File: src/rtl/obuf_arb_pkg.sv
package obuf_arb_pkg;
  localparam int SRC_KBD = 0;
  localparam int SRC_AUX = 1;
  localparam int NUM_SRC = 2;

  typedef logic [NUM_SRC-1:0] pend_t;

  localparam pend_t PEND_NONE     = '0;
  localparam pend_t PEND_AUX_ONLY = pend_t'(1 << SRC_AUX);

  typedef struct packed {
    logic obf;
    logic aux_obf;
    logic kbd_irq;
    logic aux_irq;
    logic sel_aux;
  } flags_t;
endpackage

File: src/rtl/obuf_rst_sync.sv
module obuf_rst_sync #(
  parameter int STAGES = 2
) (
  input  logic clk,
  input  logic arst_n_i,
  output logic rst_n_o
);
  logic [STAGES-1:0] sync_q;
  logic [STAGES-1:0] sync_d;

  always_comb begin
    sync_d = {sync_q[STAGES-2:0], 1'b1};
  end

  always_ff @(posedge clk or negedge arst_n_i) begin
    if (!arst_n_i) sync_q <= '0;
    else           sync_q <= sync_d;
  end

  assign rst_n_o = sync_q[STAGES-1];
endmodule

File: src/rtl/obuf_pend_reg.sv
module obuf_pend_reg
  import obuf_arb_pkg::*;
(
  input  logic  clk,
  input  logic  rst_n,
  input  pend_t lvl_i,
  output pend_t pend_o
);
  pend_t pend_d;
  pend_t pend_q;

  for (genvar g = 0; g < NUM_SRC; g++) begin : g_src
    always_comb begin
      pend_d[g] = lvl_i[g];
    end

    always_ff @(posedge clk or negedge rst_n) begin
      if (!rst_n) pend_q[g] <= 1'b0;
      else        pend_q[g] <= pend_d[g];
    end

    // each pending bit is the level seen one edge earlier
    p_pend_track_r2: assert property (@(posedge clk) disable iff (!rst_n)
      1'b1 |=> pend_q[g] == $past(lvl_i[g]));
  end

  assign pend_o = pend_q;
endmodule

File: src/rtl/obuf_mode_reg.sv
module obuf_mode_reg #(
  parameter int              MODE_W   = 8,
  parameter logic [MODE_W-1:0] MODE_RST = 8'h03
) (
  input  logic              clk,
  input  logic              rst_n,
  input  logic              wr_en_i,
  input  logic [MODE_W-1:0] wr_data_i,
  output logic [MODE_W-1:0] mode_o
);
  logic [MODE_W-1:0] mode_d;
  logic [MODE_W-1:0] mode_q;

  always_comb begin
    mode_d = mode_q;
    if (wr_en_i) mode_d = wr_data_i;
  end

  always_ff @(posedge clk or negedge rst_n) begin
    if (!rst_n) mode_q <= MODE_RST;
    else        mode_q <= mode_d;
  end

  assign mode_o = mode_q;

  // a strobe loads the byte, absence of a strobe holds it
  p_mode_load_r9: assert property (@(posedge clk) disable iff (!rst_n)
    wr_en_i |=> mode_q == $past(wr_data_i));
  p_mode_hold_r9: assert property (@(posedge clk) disable iff (!rst_n)
    !wr_en_i |=> $stable(mode_q));
endmodule

File: src/rtl/obuf_flag_logic.sv
module obuf_flag_logic
  import obuf_arb_pkg::*;
#(
  parameter int MODE_W   = 8,
  parameter int KIRQ_BIT = 0,
  parameter int AIRQ_BIT = 1,
  parameter int KDIS_BIT = 4
) (
  input  pend_t             pend_i,
  input  logic [MODE_W-1:0] mode_i,
  output flags_t            flags_o
);
  logic any_pend;
  logic aux_sole;
  logic kbd_sel;

  always_comb begin
    any_pend = |pend_i;
    aux_sole = (pend_i == PEND_AUX_ONLY);
    kbd_sel  = pend_i[SRC_KBD];

    flags_o.obf     = any_pend;
    flags_o.aux_obf = aux_sole;
    flags_o.sel_aux = aux_sole;
    flags_o.kbd_irq = kbd_sel && mode_i[KIRQ_BIT] && !mode_i[KDIS_BIT];
    flags_o.aux_irq = aux_sole && mode_i[AIRQ_BIT];
  end
endmodule

File: src/rtl/obuf_irq_arbiter.sv
module obuf_irq_arbiter
  import obuf_arb_pkg::*;
#(
  parameter int                MODE_W   = 8,
  parameter int                KIRQ_BIT = 0,
  parameter int                AIRQ_BIT = 1,
  parameter int                KDIS_BIT = 4,
  parameter logic [MODE_W-1:0] MODE_RST = 8'h03,
  parameter int                SYNC_STG = 2
) (
  input  logic              clk,
  input  logic              rst_n,
  input  logic              kbd_avail_i,
  input  logic              aux_avail_i,
  input  logic              mode_wr_i,
  input  logic [MODE_W-1:0] mode_data_i,
  output logic              stat_obf_o,
  output logic              stat_aux_obf_o,
  output logic              oport_obf_o,
  output logic              oport_aux_obf_o,
  output logic              kbd_irq_o,
  output logic              aux_irq_o,
  output logic              rd_sel_aux_o
);
  logic              rst_int_n;
  pend_t             lvl;
  pend_t             pend;
  logic [MODE_W-1:0] mode;
  flags_t            flags;

  obuf_rst_sync #(.STAGES(SYNC_STG)) u_rst_sync (
    .clk      (clk),
    .arst_n_i (rst_n),
    .rst_n_o  (rst_int_n)
  );

  always_comb begin
    lvl          = PEND_NONE;
    lvl[SRC_KBD] = kbd_avail_i;
    lvl[SRC_AUX] = aux_avail_i;
  end

  obuf_pend_reg u_pend (
    .clk    (clk),
    .rst_n  (rst_int_n),
    .lvl_i  (lvl),
    .pend_o (pend)
  );

  obuf_mode_reg #(.MODE_W(MODE_W), .MODE_RST(MODE_RST)) u_mode (
    .clk       (clk),
    .rst_n     (rst_int_n),
    .wr_en_i   (mode_wr_i),
    .wr_data_i (mode_data_i),
    .mode_o    (mode)
  );

  obuf_flag_logic #(
    .MODE_W(MODE_W), .KIRQ_BIT(KIRQ_BIT), .AIRQ_BIT(AIRQ_BIT), .KDIS_BIT(KDIS_BIT)
  ) u_flags (
    .pend_i  (pend),
    .mode_i  (mode),
    .flags_o (flags)
  );

  assign stat_obf_o      = flags.obf;
  assign stat_aux_obf_o  = flags.aux_obf;
  assign oport_obf_o     = flags.obf;
  assign oport_aux_obf_o = flags.aux_obf;
  assign kbd_irq_o       = flags.kbd_irq;
  assign aux_irq_o       = flags.aux_irq;
  assign rd_sel_aux_o    = flags.sel_aux;

  // any captured level shows as buffer full one edge later
  p_obf_set_r3: assert property (@(posedge clk) disable iff (!rst_int_n)
    (kbd_avail_i || aux_avail_i) |=> stat_obf_o);
  p_obf_clr_r3: assert property (@(posedge clk) disable iff (!rst_int_n)
    (!kbd_avail_i && !aux_avail_i) |=> !stat_obf_o && !kbd_irq_o && !aux_irq_o);
  // keyboard data pending suppresses the auxiliary flag
  p_kbd_prio_r4: assert property (@(posedge clk) disable iff (!rst_int_n)
    kbd_avail_i |=> !stat_aux_obf_o && !rd_sel_aux_o);
  // auxiliary interrupt needs the auxiliary flag
  p_aux_irq_flag_r6: assert property (@(posedge clk) disable iff (!rst_int_n)
    aux_irq_o |-> stat_aux_obf_o && stat_obf_o);
  // read select follows the sole-auxiliary condition
  p_sel_aux_r8: assert property (@(posedge clk) disable iff (!rst_int_n)
    (aux_avail_i && !kbd_avail_i) |=> rd_sel_aux_o);
  // keyboard disable bit masks the keyboard interrupt
  p_kdis_mask_r10: assert property (@(posedge clk) disable iff (!rst_int_n)
    mode[KDIS_BIT] |-> !kbd_irq_o);
  // interrupts are mutually exclusive
  p_irq_excl_r11: assert property (@(posedge clk) disable iff (!rst_int_n)
    !(kbd_irq_o && aux_irq_o));
endmodule

File: config.mk
export PLATFORM = sky130hd
export DESIGN_NAME = obuf_irq_arbiter
export DESIGN_NICKNAME = d
export VERILOG_FILES = /design/src/rtl/obuf_arb_pkg.sv /design/src/rtl/obuf_rst_sync.sv /design/src/rtl/obuf_pend_reg.sv /design/src/rtl/obuf_mode_reg.sv /design/src/rtl/obuf_flag_logic.sv /design/src/rtl/obuf_irq_arbiter.sv
export SDC_FILE = /design/constraint.sdc
export NUM_CORES = 1
export LEC_CHECK = 0
export BUFFER_PORTS_ARGS = -buffer_cell sky130_fd_sc_hd__buf_4
export CORE_AREA = 5 5 42 44
export DETAILED_ROUTE_END_ITERATION = 8
export DIE_AREA = 0 0 47 49
export RECOVER_POWER = 50
export SLEW_MARGIN = 10
export SYNTH_ARGS = -nofsm -noshare
export SYNTH_HDL_FRONTEND = slang
export SYNTH_HIERARCHICAL = 1
export SYNTH_SLANG_ARGS = --single-unit
File: constraint.sdc
create_clock -name clk -period 1.95 [get_ports clk]
set_input_delay 0.195 -clock clk [delete_from_list [all_inputs] [get_ports clk]]
set_output_delay 0.195 -clock clk [all_outputs]
set_load 0.03 [all_outputs]
## Yosys cells after proc, flatten, opt, wreduce, memory -nomap -nowiden

Index checks and enable logic that the tools add are counted.

- Equality and inequality tests: 1
- Reductions and logical operators: 5

Operators by type and width:

| operator | number |
|---|---|
| $logic_and A1 B1 Y1 | 3 |
| $eq A2 B2 Y1 const B | 1 |
| $reduce_or A2 Y1 | 1 |
| $logic_not A1 Y1 | 1 |

- Input bits: 13
- Logic and storage cells: 10
- Output and inout bits: 7
- Register bits: 9

## Longest topological paths before layout

Gate-level depths: netlist of run 1.

- Depth after elaboration: 2
- Mapped depth: 3

## Modules after synthesis

The synthesis of run 1 kept the hierarchy.

Modules (own cells, without submodules):

| module | seq. area each (um^2) | times used | cells each | area each (um^2) |
|---|---|---|---|---|
| obuf_mode_reg | 202.7 | 1 | 17 | 334.1 |
| obuf_rst_sync | 50.0 | 1 | 3 | 53.8 |
| obuf_flag_logic | 0.0 | 1 | 7 | 52.6 |
| obuf_pend_reg | 50.0 | 1 | 2 | 50.0 |
| obuf_irq_arbiter | 0.0 | 1 | 2 | 15.0 |

## Least setup slack after synthesis of run 1

OpenSTA, ideal clock, no wires.

- Kind: register to output
- From: register u_pend.pend_q[1] (netlist: u_pend/pend_o[1])
- To: output port stat_obf_o
- Stages on the path, launching flop included: 4
- Buffers on the path: 2
- Path slack: 856 ps
- Data required time: 1755 ps
- Data arrival time: 899 ps
- Cells stage by stage: dfrtp_1 -> or2_1 -> buf_4 -> buf_4

- Cells in the longest elaborated chain, start to end: 1

Ends and longest elaborated chain:

| what | RTL line | text |
|---|---|---|
| start, declared | obuf_pend_reg.sv:10 | `pend_t pend_q;` |
| start signal, assigned by index | obuf_pend_reg.sv:19 | `else pend_q[g] <= pend_d[g];` |
| $reduce_or A2 Y1 | obuf_flag_logic.sv:18 | `any_pend = \|pend_i;` |
| end, declared | obuf_irq_arbiter.sv:17 | `output logic stat_obf_o,` |

No other way between the ends.

## Final worst setup path of run 1

- From: register u_mode.mode_q[0] (netlist: u_mode/mode_o[0])
- To: output port kbd_irq_o

- Cells in the longest elaborated chain, start to end: 2

Ends and longest elaborated chain:

| what | RTL line | text |
|---|---|---|
| start, declared | obuf_mode_reg.sv:12 | `logic [MODE_W-1:0] mode_q;` |
| start signal, assigned | obuf_mode_reg.sv:21 | `else mode_q <= mode_d;` |
| $logic_and A1 B1 Y1 (2 in a row) | obuf_flag_logic.sv:25 | `flags_o.kbd_irq = kbd_sel && mode_i[KIRQ_BIT] && !mode_i[KDIS_BIT];` |
| end, declared | obuf_irq_arbiter.sv:21 | `output logic kbd_irq_o,` |

No other way between the ends.

==> impl_metrics.ini, run 1 <==
[clocking]
tritoncts_clock_tree = built
postCtsSetupBuffers = 0
clock_sinks = 7
clock_tree.root_cell = sky130_fd_sc_hd__clkbuf_4
maximum_buffer_depth_of_the_clock_tree = 2
cts-hold-fix-buffers = 1
clk_pin_slew_worst_paths_ps = 50
cts_max_level = 1
worstSkewPairLatency_ps = 240
post_cts_repair_resize_count = 0
cts-buffers-inserted = 3

[cells_and_area]
post_route_cells_drive_above_1_share_pct = 61.8
layout-area-overhead-vs-synth_pct = 35.7
nNetsFinal = 48
diodes = 0
nFillCells = 155
design_area_um2 = 414

[synthesis]
synthesis.area_per_instance_um2 = 14.5
netlist_instances = 21
syn_area_um2 = 305
syn_nets = 34
yosys_warnings = 6

[floorplanning]
core_region_area_um2 = 1400
std_cell_rows = 14
die_w_um = 47
die_ar_um2 = 2300
chipHeight_um = 49
io-pin-count = 20
initial_cell_density_of_the_core_pct = 21.8

[status]
status = finished clean

[flow_run]
max-cap-violations = 0

[setup_path]
worstPathRequired_ps = 1750
critPathKind = reg -> out
cp-start-kind = flop
end_kind = output port
crit_path_max_fanout = 2
crit_arrival_ps = 1080

[detailed_routing]
detailedRoute.firstIterationViolations = 1
route.detailed.wl_per_inst_um = 9.84
drt_wl_total_um = 492
vias = 178
dr.pass1.iters = 2
drt_drc_violations_left = 0
routed_via_density = 3.56
drt.antenna.violating_nets = 0

[sta]
finalCriticalPeriod_ps = 1270
final.period_utilization_pct = 65.2
minimum_setup_slack_in_the_final_design_ps = 678
clock.fmax_mhz = 786
setup-tns-final_ps = 0
worst_clock_skew_ps = 1.66
setup_viol = 0
final-max-slew-violation-count = 0
setup_repair_after_global_routing_missed_its_margin = no
finalHoldViolations = 0
fin_worst_hold_slack_ps = 68.9

[placed_design]
io_buffers = 14
post-dp-hpwl_um = 444
dp_worst_slack_ps = 925
place_congestion = 0.623
placedInstanceArea_um2 = 382

[global_route]
grt_max_degree = 6
number_of_antenna_violations_at_the_first_check_in_global_routing = 0
grt_first_pass_wirelength_um = 745
grt_pass1_vias = 190
global_route.overflow_total = 0
gr-usage-all-layers_pct = 5.04

[power_and_ir_drop]
combinational_group_share_of_total_power_pct = 16.1
net-switching-power_mw = 0.0826
seqPwrFrac_pct = 47.5
power.share.switching_pct = 23.6
total_leakage_power_nw = 0.209
pwr_density_cell_nw_per_um2 = 845
vdd.ir_drop.worst_uv = 380
power.share.clock_pct = 36.4
internal_power_mw = 0.268

[hold_path]
hold_class = reg -> async
-- final cells by class --
cell class | count | area (um2) | share of cell area, %
Sequential cell | 7 | 178 | 42.9
Timing Repair Buffer | 15 | 111 | 26.9
Multi-Input combinational cell | 8 | 78.8 | 19.0
Clock buffer | 4 | 26.3 | 6.34
Tap cell | 16 | 20.0 | 4.83
-- power groups by stage --
stage	logic (mW)	registers, mW	clock network [mW]
floorplan	0.0423	0.166	0
global placement	0.0564	0.168	0
detailed placement	0.0569	0.169	0
CTS	0.0584	0.167	0.133
global route	0.0592	0.168	0.144
finish	0.0565	0.166	0.127
-- per-layer routing --
layer | share of wire (%) | wire [um] | GRT usage [%] | vias up
met3 | 19 | 92 | 3.32 | 2
met2 | 40 | 197 | 6.11 | 16
met5 | 0 | 0 | 0 | -
met4 | 3.0 | 15 | 5.53 | 0
li1 | - | - | - | 85
met1 | 38 | 187 | 5.17 | 75
-- through the flow --
| stage | utilization (%) | cells | power [mW] |
|---|---|---|---|
| after floorplan | - | 21 | 0.208 |
| after global placement | 27.2 | 45 | 0.224 |
| after detailed placement | 27.2 | 45 | 0.226 |
| after CTS | 29.8 | 50 | 0.358 |
| after global routing | 29.6 | 50 | 0.371 |
| final | 29.6 | 50 | 0.350 |
-- registers in the layout, summed over array words and instances, names as in the netlist --
signal / count
u_mode/mode_o: 3
u_pend/pend_o: 2
u_rst_sync/sync_q: 2
-- worst max-delay path, stage by stage (launching register included) --
cell and delay (ps):
sky130_fd_sc_hd__dfstp_2 530, sky130_fd_sc_hd__and3b_1 150, sky130_fd_sc_hd__buf_4 150
-- layout by cell type, fill, tap and decap left out, drive strengths merged --
cell and n:
conb 1, dlygate4sd3 1, mux2 3, dfstp 2, dfrtp 5, nor2b 1, clkbuf 7, and3b 2
buf 11, or2 1
-- path summary, 6_finish.rpt --
check                                     start                    to  slack, ps  cells after the start
max in group asynchronous                 rst_n  u_rst_sync/sync_q[1]       1560                      2
min                        u_rst_sync/sync_q[1]      u_pend/pend_o[1]         70                      0
max                            u_mode/mode_o[0]             kbd_irq_o        680                      2
max reg2reg                    u_mode/mode_o[4]      u_mode/mode_o[4]       1200                      1
min reg2reg                u_rst_sync/sync_q[1]      u_pend/pend_o[1]         70                      0
min in group clk                    aux_avail_i      u_pend/pend_o[1]         80                      1
(Power assumes the default switching activity.)
==> inputs of run 2 (changes only) <==
--- a/config.mk
+++ b/config.mk
@@ -5,6 +5,7 @@
 export SDC_FILE = /design/constraint.sdc
 export NUM_CORES = 1
 export LEC_CHECK = 0
+export ABC_AREA = 1
 export BUFFER_PORTS_ARGS = -buffer_cell sky130_fd_sc_hd__buf_4
 export CORE_AREA = 5 5 42 44
 export DETAILED_ROUTE_END_ITERATION = 8
==> constraint.sdc (replaced) <==
create_clock -name clk -period 1.2 [get_ports clk]
set_input_delay 0.12 -clock clk [delete_from_list [all_inputs] [get_ports clk]]
set_output_delay 0.12 -clock clk [all_outputs]
set_load 0.03 [all_outputs]
==> run 2 against run 1 <==
Sequential power up 61%. Sequential share of layout area down 2.4 points. Count of clock-buffer cells in the layout unchanged. Synthesized area up 0.41%. Design area up 6.0%. Clock skew up 4.3 ps. Via count up 25%. Hold slack better by 1.9 ps. Register-to-register slack worse by 700 ps. Combinational power up 65%. Non-clock buffer count up 2.
==> impl_metrics.ini, run 2 <==
[status]
status = finished clean

[sta]
final-max-slew-violation-count = 0
setup_viol = 0
final.period_utilization_pct = 98.6
finalHoldViolations = 0
finalCriticalPeriod_ps = 1180
setup-tns-final_ps = 0
setup_repair_after_global_routing_missed_its_margin = yes
worst_clock_skew_ps = 5.92
clock.fmax_mhz = 845

[power_and_ir_drop]
power.share.switching_pct = 25.1
pwr_density_cell_nw_per_um2 = 1300
power_mw = 0.570
seqPwrFrac_pct = 46.9
combinational_group_share_of_total_power_pct = 16.4
power.share.clock_pct = 36.7
vdd.ir_drop.worst_uv = 460
net-switching-power_mw = 0.143
internal_power_mw = 0.427
total_leakage_power_nw = 0.239

[detailed_routing]
drt.antenna.violating_nets = 0
routed_via_density = 3.47
dr.pass1.iters = 1
detailedRoute.firstIterationViolations = 0
drt_wl_total_um = 554
drt_drc_violations_left = 0
vias = 222
route.detailed.wl_per_inst_um = 8.66

[clocking]
clock_tree.root_cell = sky130_fd_sc_hd__clkbuf_4
maximum_buffer_depth_of_the_clock_tree = 2
clock_sinks = 7
cts-buffers-inserted = 3
tritoncts_clock_tree = built
clk_pin_slew_worst_paths_ps = 50
cts_max_level = 1
worstSkewPairLatency_ps = 250

[cells_and_area]
finish.utilization_pct = 31.3
largest_reg_flops = 3
most_frequent_cells_in_the_layout = 12 x sky130_fd_sc_hd__buf_4, 11 x sky130_fd_sc_hd__nand2_1, 5 x sky130_fd_sc_hd__dfrtp_1
post_route_cells_drive_above_1_share_pct = 45.8
layout-area-overhead-vs-synth_pct = 43.3
nNetsFinal = 62
diodes = 0
layout.cells.most_common = sky130_fd_sc_hd__buf_4
nFillCells = 148
seqCellArea_um2 = 178
multi_input_area_um2 = 61.3

[setup_path]
crit_path_max_fanout = 2
end_kind = output port
critPathKind = reg -> out
crit_arrival_ps = 1060
cp-start-kind = flop
worstPathRequired_ps = 1080
reg2reg_depth = 2

[global_route]
gr-usage-all-layers_pct = 4.96
global_route.overflow_total = 0
number_of_antenna_violations_at_the_first_check_in_global_routing = 0
grt_max_degree = 6
grt_pass1_vias = 211
grt_first_pass_wirelength_um = 765

[floorplanning]
std_cell_rows = 14
die_w_um = 47
initial_cell_density_of_the_core_pct = 21.9
core_region_area_um2 = 1400
io-pin-count = 20
die_ar_um2 = 2300
chipHeight_um = 49

[synthesis]
syn_area_um2 = 307
synthesis.area_per_instance_um2 = 9.29
syn_nets = 46
netlist_instances = 33
yosys_warnings = 6

[placed_design]
place_congestion = 0.646
io_buffers = 14
post-dp-hpwl_um = 443

[hold_path]
hold_class = reg -> async

[flow_run]
max-cap-violations = 0
## run 2: worst max-delay path, stage by stage (launching register included)
cell	delay, ps
sky130_fd_sc_hd__dfstp_2	530
sky130_fd_sc_hd__nand2_1	50
sky130_fd_sc_hd__nor2_1	80
sky130_fd_sc_hd__buf_4	160
## run 2: metal layers
metal  track usage [%]  wire length, um
met1              4.27              205
met5                 0                0
met2              7.69              262
met3              2.95               87
met4              4.15                0
## run 2: path summary, 6_finish.rpt
kind | startpoint | endpoint | slack, ps
max | u_mode/mode_o[0] | kbd_irq_o | 20
min | u_rst_sync/sync_q[1] | u_pend/pend_o[0] | 70
max reg2reg | u_mode/mode_o[0] | u_mode/mode_o[0] | 500
min reg2reg | u_rst_sync/sync_q[1] | u_pend/pend_o[0] | 70
max in group asynchronous | rst_n | u_rst_sync/sync_q[0] | 870
min in group clk | mode_data_i[4] | u_mode/mode_o[4] | 70
## run 2: power by group through the flow
stage | clock [mW] | sequential [mW] | combinational (mW)
detailed placement | 0 | 0.272 | 0.0871
CTS | 0.221 | 0.268 | 0.0948
global route | 0.227 | 0.270 | 0.101
global placement | 0 | 0.270 | 0.0862
finish | 0.209 | 0.267 | 0.0935
floorplan | 0 | 0.268 | 0.0625
## run 2: final cells by class
cell class | count | share of cell area, %
multi-input cells | 15 | 14.0
flip-flops and latches | 7 | 40.5
inverters | 5 | 4.27
clock buffers | 4 | 5.98
repair buffers | 17 | 30.8
well taps | 16 | 4.56
## run 2: timing repair
action | 4_1_cts | 5_1_grt
resized for setup | 0 | 1
buffers inserted | 0 | 0
pin swaps | 0 | 1
hold buffers | 3 | 0
endpoints found under the setup margin | 1 | 2
endpoints found under the hold margin | 4 | 0
## run 2: through the flow
| step | hold WS (ps) | instance area (um2) | cells | setup WS (ps) |
|---|---|---|---|---|
| 6_report | 70.8 | 439 | 64 | 17.0 |
| 5_1_grt | 65.2 | 439 | 64 | -29.7 |
| 4_1_cts | 62.1 | 439 | 64 | -3.46 |
| 3_5_place_dp | -94.7 | 383 | 57 | 276 |
| 3_3_place_gp | -96.2 | 383 | 57 | 255 |
| 2_1_floorplan | -176 | 307 | 33 | 125 |
==> inputs of run 3 (changes only) <==
--- a/config.mk
+++ b/config.mk
@@ -5,7 +5,7 @@
 export SDC_FILE = /design/constraint.sdc
 export NUM_CORES = 1
 export LEC_CHECK = 0
-export ABC_AREA = 1
+export ABC_AREA = 0
 export BUFFER_PORTS_ARGS = -buffer_cell sky130_fd_sc_hd__buf_4
 export CORE_AREA = 5 5 42 44
 export DETAILED_ROUTE_END_ITERATION = 8
==> run 3 against run 2 <==
Sequential cell count is the same. Final cell count shrank 16%. Via count shrank 7.7%. Critical path depth shrank 1. First-iteration DRC count grew 1. Die area is the same. Global-route usage grew 0.35 points. Routed wire length shrank 6.0%. Largest power group unchanged.
==> impl_metrics.ini, run 3 (same netlist as run 1, synthesis figures left out) <==
[global_route]
grt_max_degree = 6
number_of_antenna_violations_at_the_first_check_in_global_routing = 0
grt_first_pass_wirelength_um = 800
global_route.overflow_total = 0
gr-usage-all-layers_pct = 5.32
grt_pass1_vias = 228

[detailed_routing]
drt_wl_total_um = 521
vias = 205
drt_drc_violations_left = 0
drt.antenna.violating_nets = 0
route.detailed.wl_per_inst_um = 9.65
dr.pass1.iters = 2
routed_via_density = 3.80
detailedRoute.firstIterationViolations = 1

[clocking]
worstSkewPairLatency_ps = 240
clk_pin_slew_worst_paths_ps = 50
clock_sinks = 7
cts-buffers-inserted = 3
cts_max_level = 1
tritoncts_clock_tree = built
maximum_buffer_depth_of_the_clock_tree = 2
clock_tree.root_cell = sky130_fd_sc_hd__clkbuf_4

[cells_and_area]
finish.utilization_pct = 32.8
largest_reg_flops = 3
layout-area-overhead-vs-synth_pct = 50.4
design_area_um2 = 459
layout.cells.most_common = sky130_fd_sc_hd__buf_4
post_route_cells_drive_above_1_share_pct = 63.2
diodes = 0
most_frequent_cells_in_the_layout = 13 x sky130_fd_sc_hd__buf_4, 5 x sky130_fd_sc_hd__dfrtp_1, 3 x sky130_fd_sc_hd__clkbuf_4, 3 x sky130_fd_sc_hd__dlygate4sd3_1, 3 x sky130_fd_sc_hd__mux2_4
nFillCells = 154
nNetsFinal = 52

[setup_path]
crit_arrival_ps = 1070
end_kind = output port
worstPathRequired_ps = 1080
regToRegSetupSlack_ps = 380
crit_path_max_fanout = 2
cp-start-kind = flop
critPathKind = reg -> out

[sta]
fin_worst_hold_slack_ps = 68.6
finalCriticalPeriod_ps = 1190
final-max-slew-violation-count = 0
finalHoldViolations = 0
setup_viol = 0
worst_clock_skew_ps = 1.93
setup_repair_after_global_routing_missed_its_margin = yes
final.period_utilization_pct = 98.8
setup-tns-final_ps = 0
clock.fmax_mhz = 843

[floorplanning]
std_cell_rows = 14
io-pin-count = 20
core_region_area_um2 = 1400
die_ar_um2 = 2300
initial_cell_density_of_the_core_pct = 21.8
die_w_um = 47
chipHeight_um = 49

[status]
status = finished clean

[placed_design]
placedInstanceArea_um2 = 382
io_buffers = 14
post-dp-hpwl_um = 444
place_congestion = 0.623

[power_and_ir_drop]
power_mw = 0.589
pwr_density_cell_nw_per_um2 = 1280
total_leakage_power_nw = 0.230
vdd.ir_drop.worst_uv = 632

[hold_path]
hold_class = reg -> async

[flow_run]
max-cap-violations = 0
[run 3: cell types whose count changed in the layout (fill, tap and decap cells not counted), moves of 2 or more]
cell                      before  now
sky130_fd_sc_hd__inv_1         3    0
sky130_fd_sc_hd__and3b_1       0    2
sky130_fd_sc_hd__nand2_1      11    0
sky130_fd_sc_hd__mux2_4        0    3
sky130_fd_sc_hd__inv_2         2    0
[run 3: critical path: stages, from the launching register on]
cell                      delay, ps
sky130_fd_sc_hd__dfstp_2        520
sky130_fd_sc_hd__and3b_1        170
sky130_fd_sc_hd__buf_6          130
[run 3: metal layers]
metal	up-vias	global-route usage, %	wire length, um	share of wire [%]
met1	94	5.62	205	39
li1	93	-	-	-
met5	-	0	0	0
met3	2	2.21	69	13
met4	0	5.53	15	2.9
met2	16	7.24	231	44
[run 3: stage by stage]
stage | instances | setup WS, ps
floorplan | 21 | 181
CTS | 54 | -3.80
global placement | 45 | 263
detailed placement | 45 | 250
global route | 54 | -31.1
finish | 54 | 13.9
[run 3: final timing paths]
check                      depth (start not counted)              endpoint                 start
setup reg to reg                                   2      u_mode/mode_o[0]      u_mode/mode_o[0]
hold / removal                                     0      u_pend/pend_o[1]  u_rst_sync/sync_q[1]
setup / recovery                                   2             kbd_irq_o      u_mode/mode_o[0]
min in group clk                                   2      u_mode/mode_o[1]        mode_data_i[1]
hold reg to reg                                    0      u_pend/pend_o[1]  u_rst_sync/sync_q[1]
max in group asynchronous                          2  u_rst_sync/sync_q[1]                 rst_n
[run 3: layout make-up]
cell class              count  area, um2  area share [%]
flip-flops and latches      7        178            38.7
well taps                  16       20.0            4.36
clock buffers               4       26.3            5.72
repair buffers             19        154            33.5
multi-input cells           8       81.3            17.7
[run 3: power breakdown]
part	internal, mW	total, mW	leakage, nW	switching (mW)
registers	0.259	0.270	0.0793	0.0110
clock network	0.127	0.208	0.0150	0.0811
logic	0.0649	0.112	0.136	0.0469
[run 3: repair_timing]
action                                 4_1_cts  5_1_grt
buffers inserted                             2        0
hold buffers                                 3        0
pin swaps                                    0        0
gates resized for setup                      2        1
setup endpoints to repair                    2        7
endpoints found under the hold margin        4        0
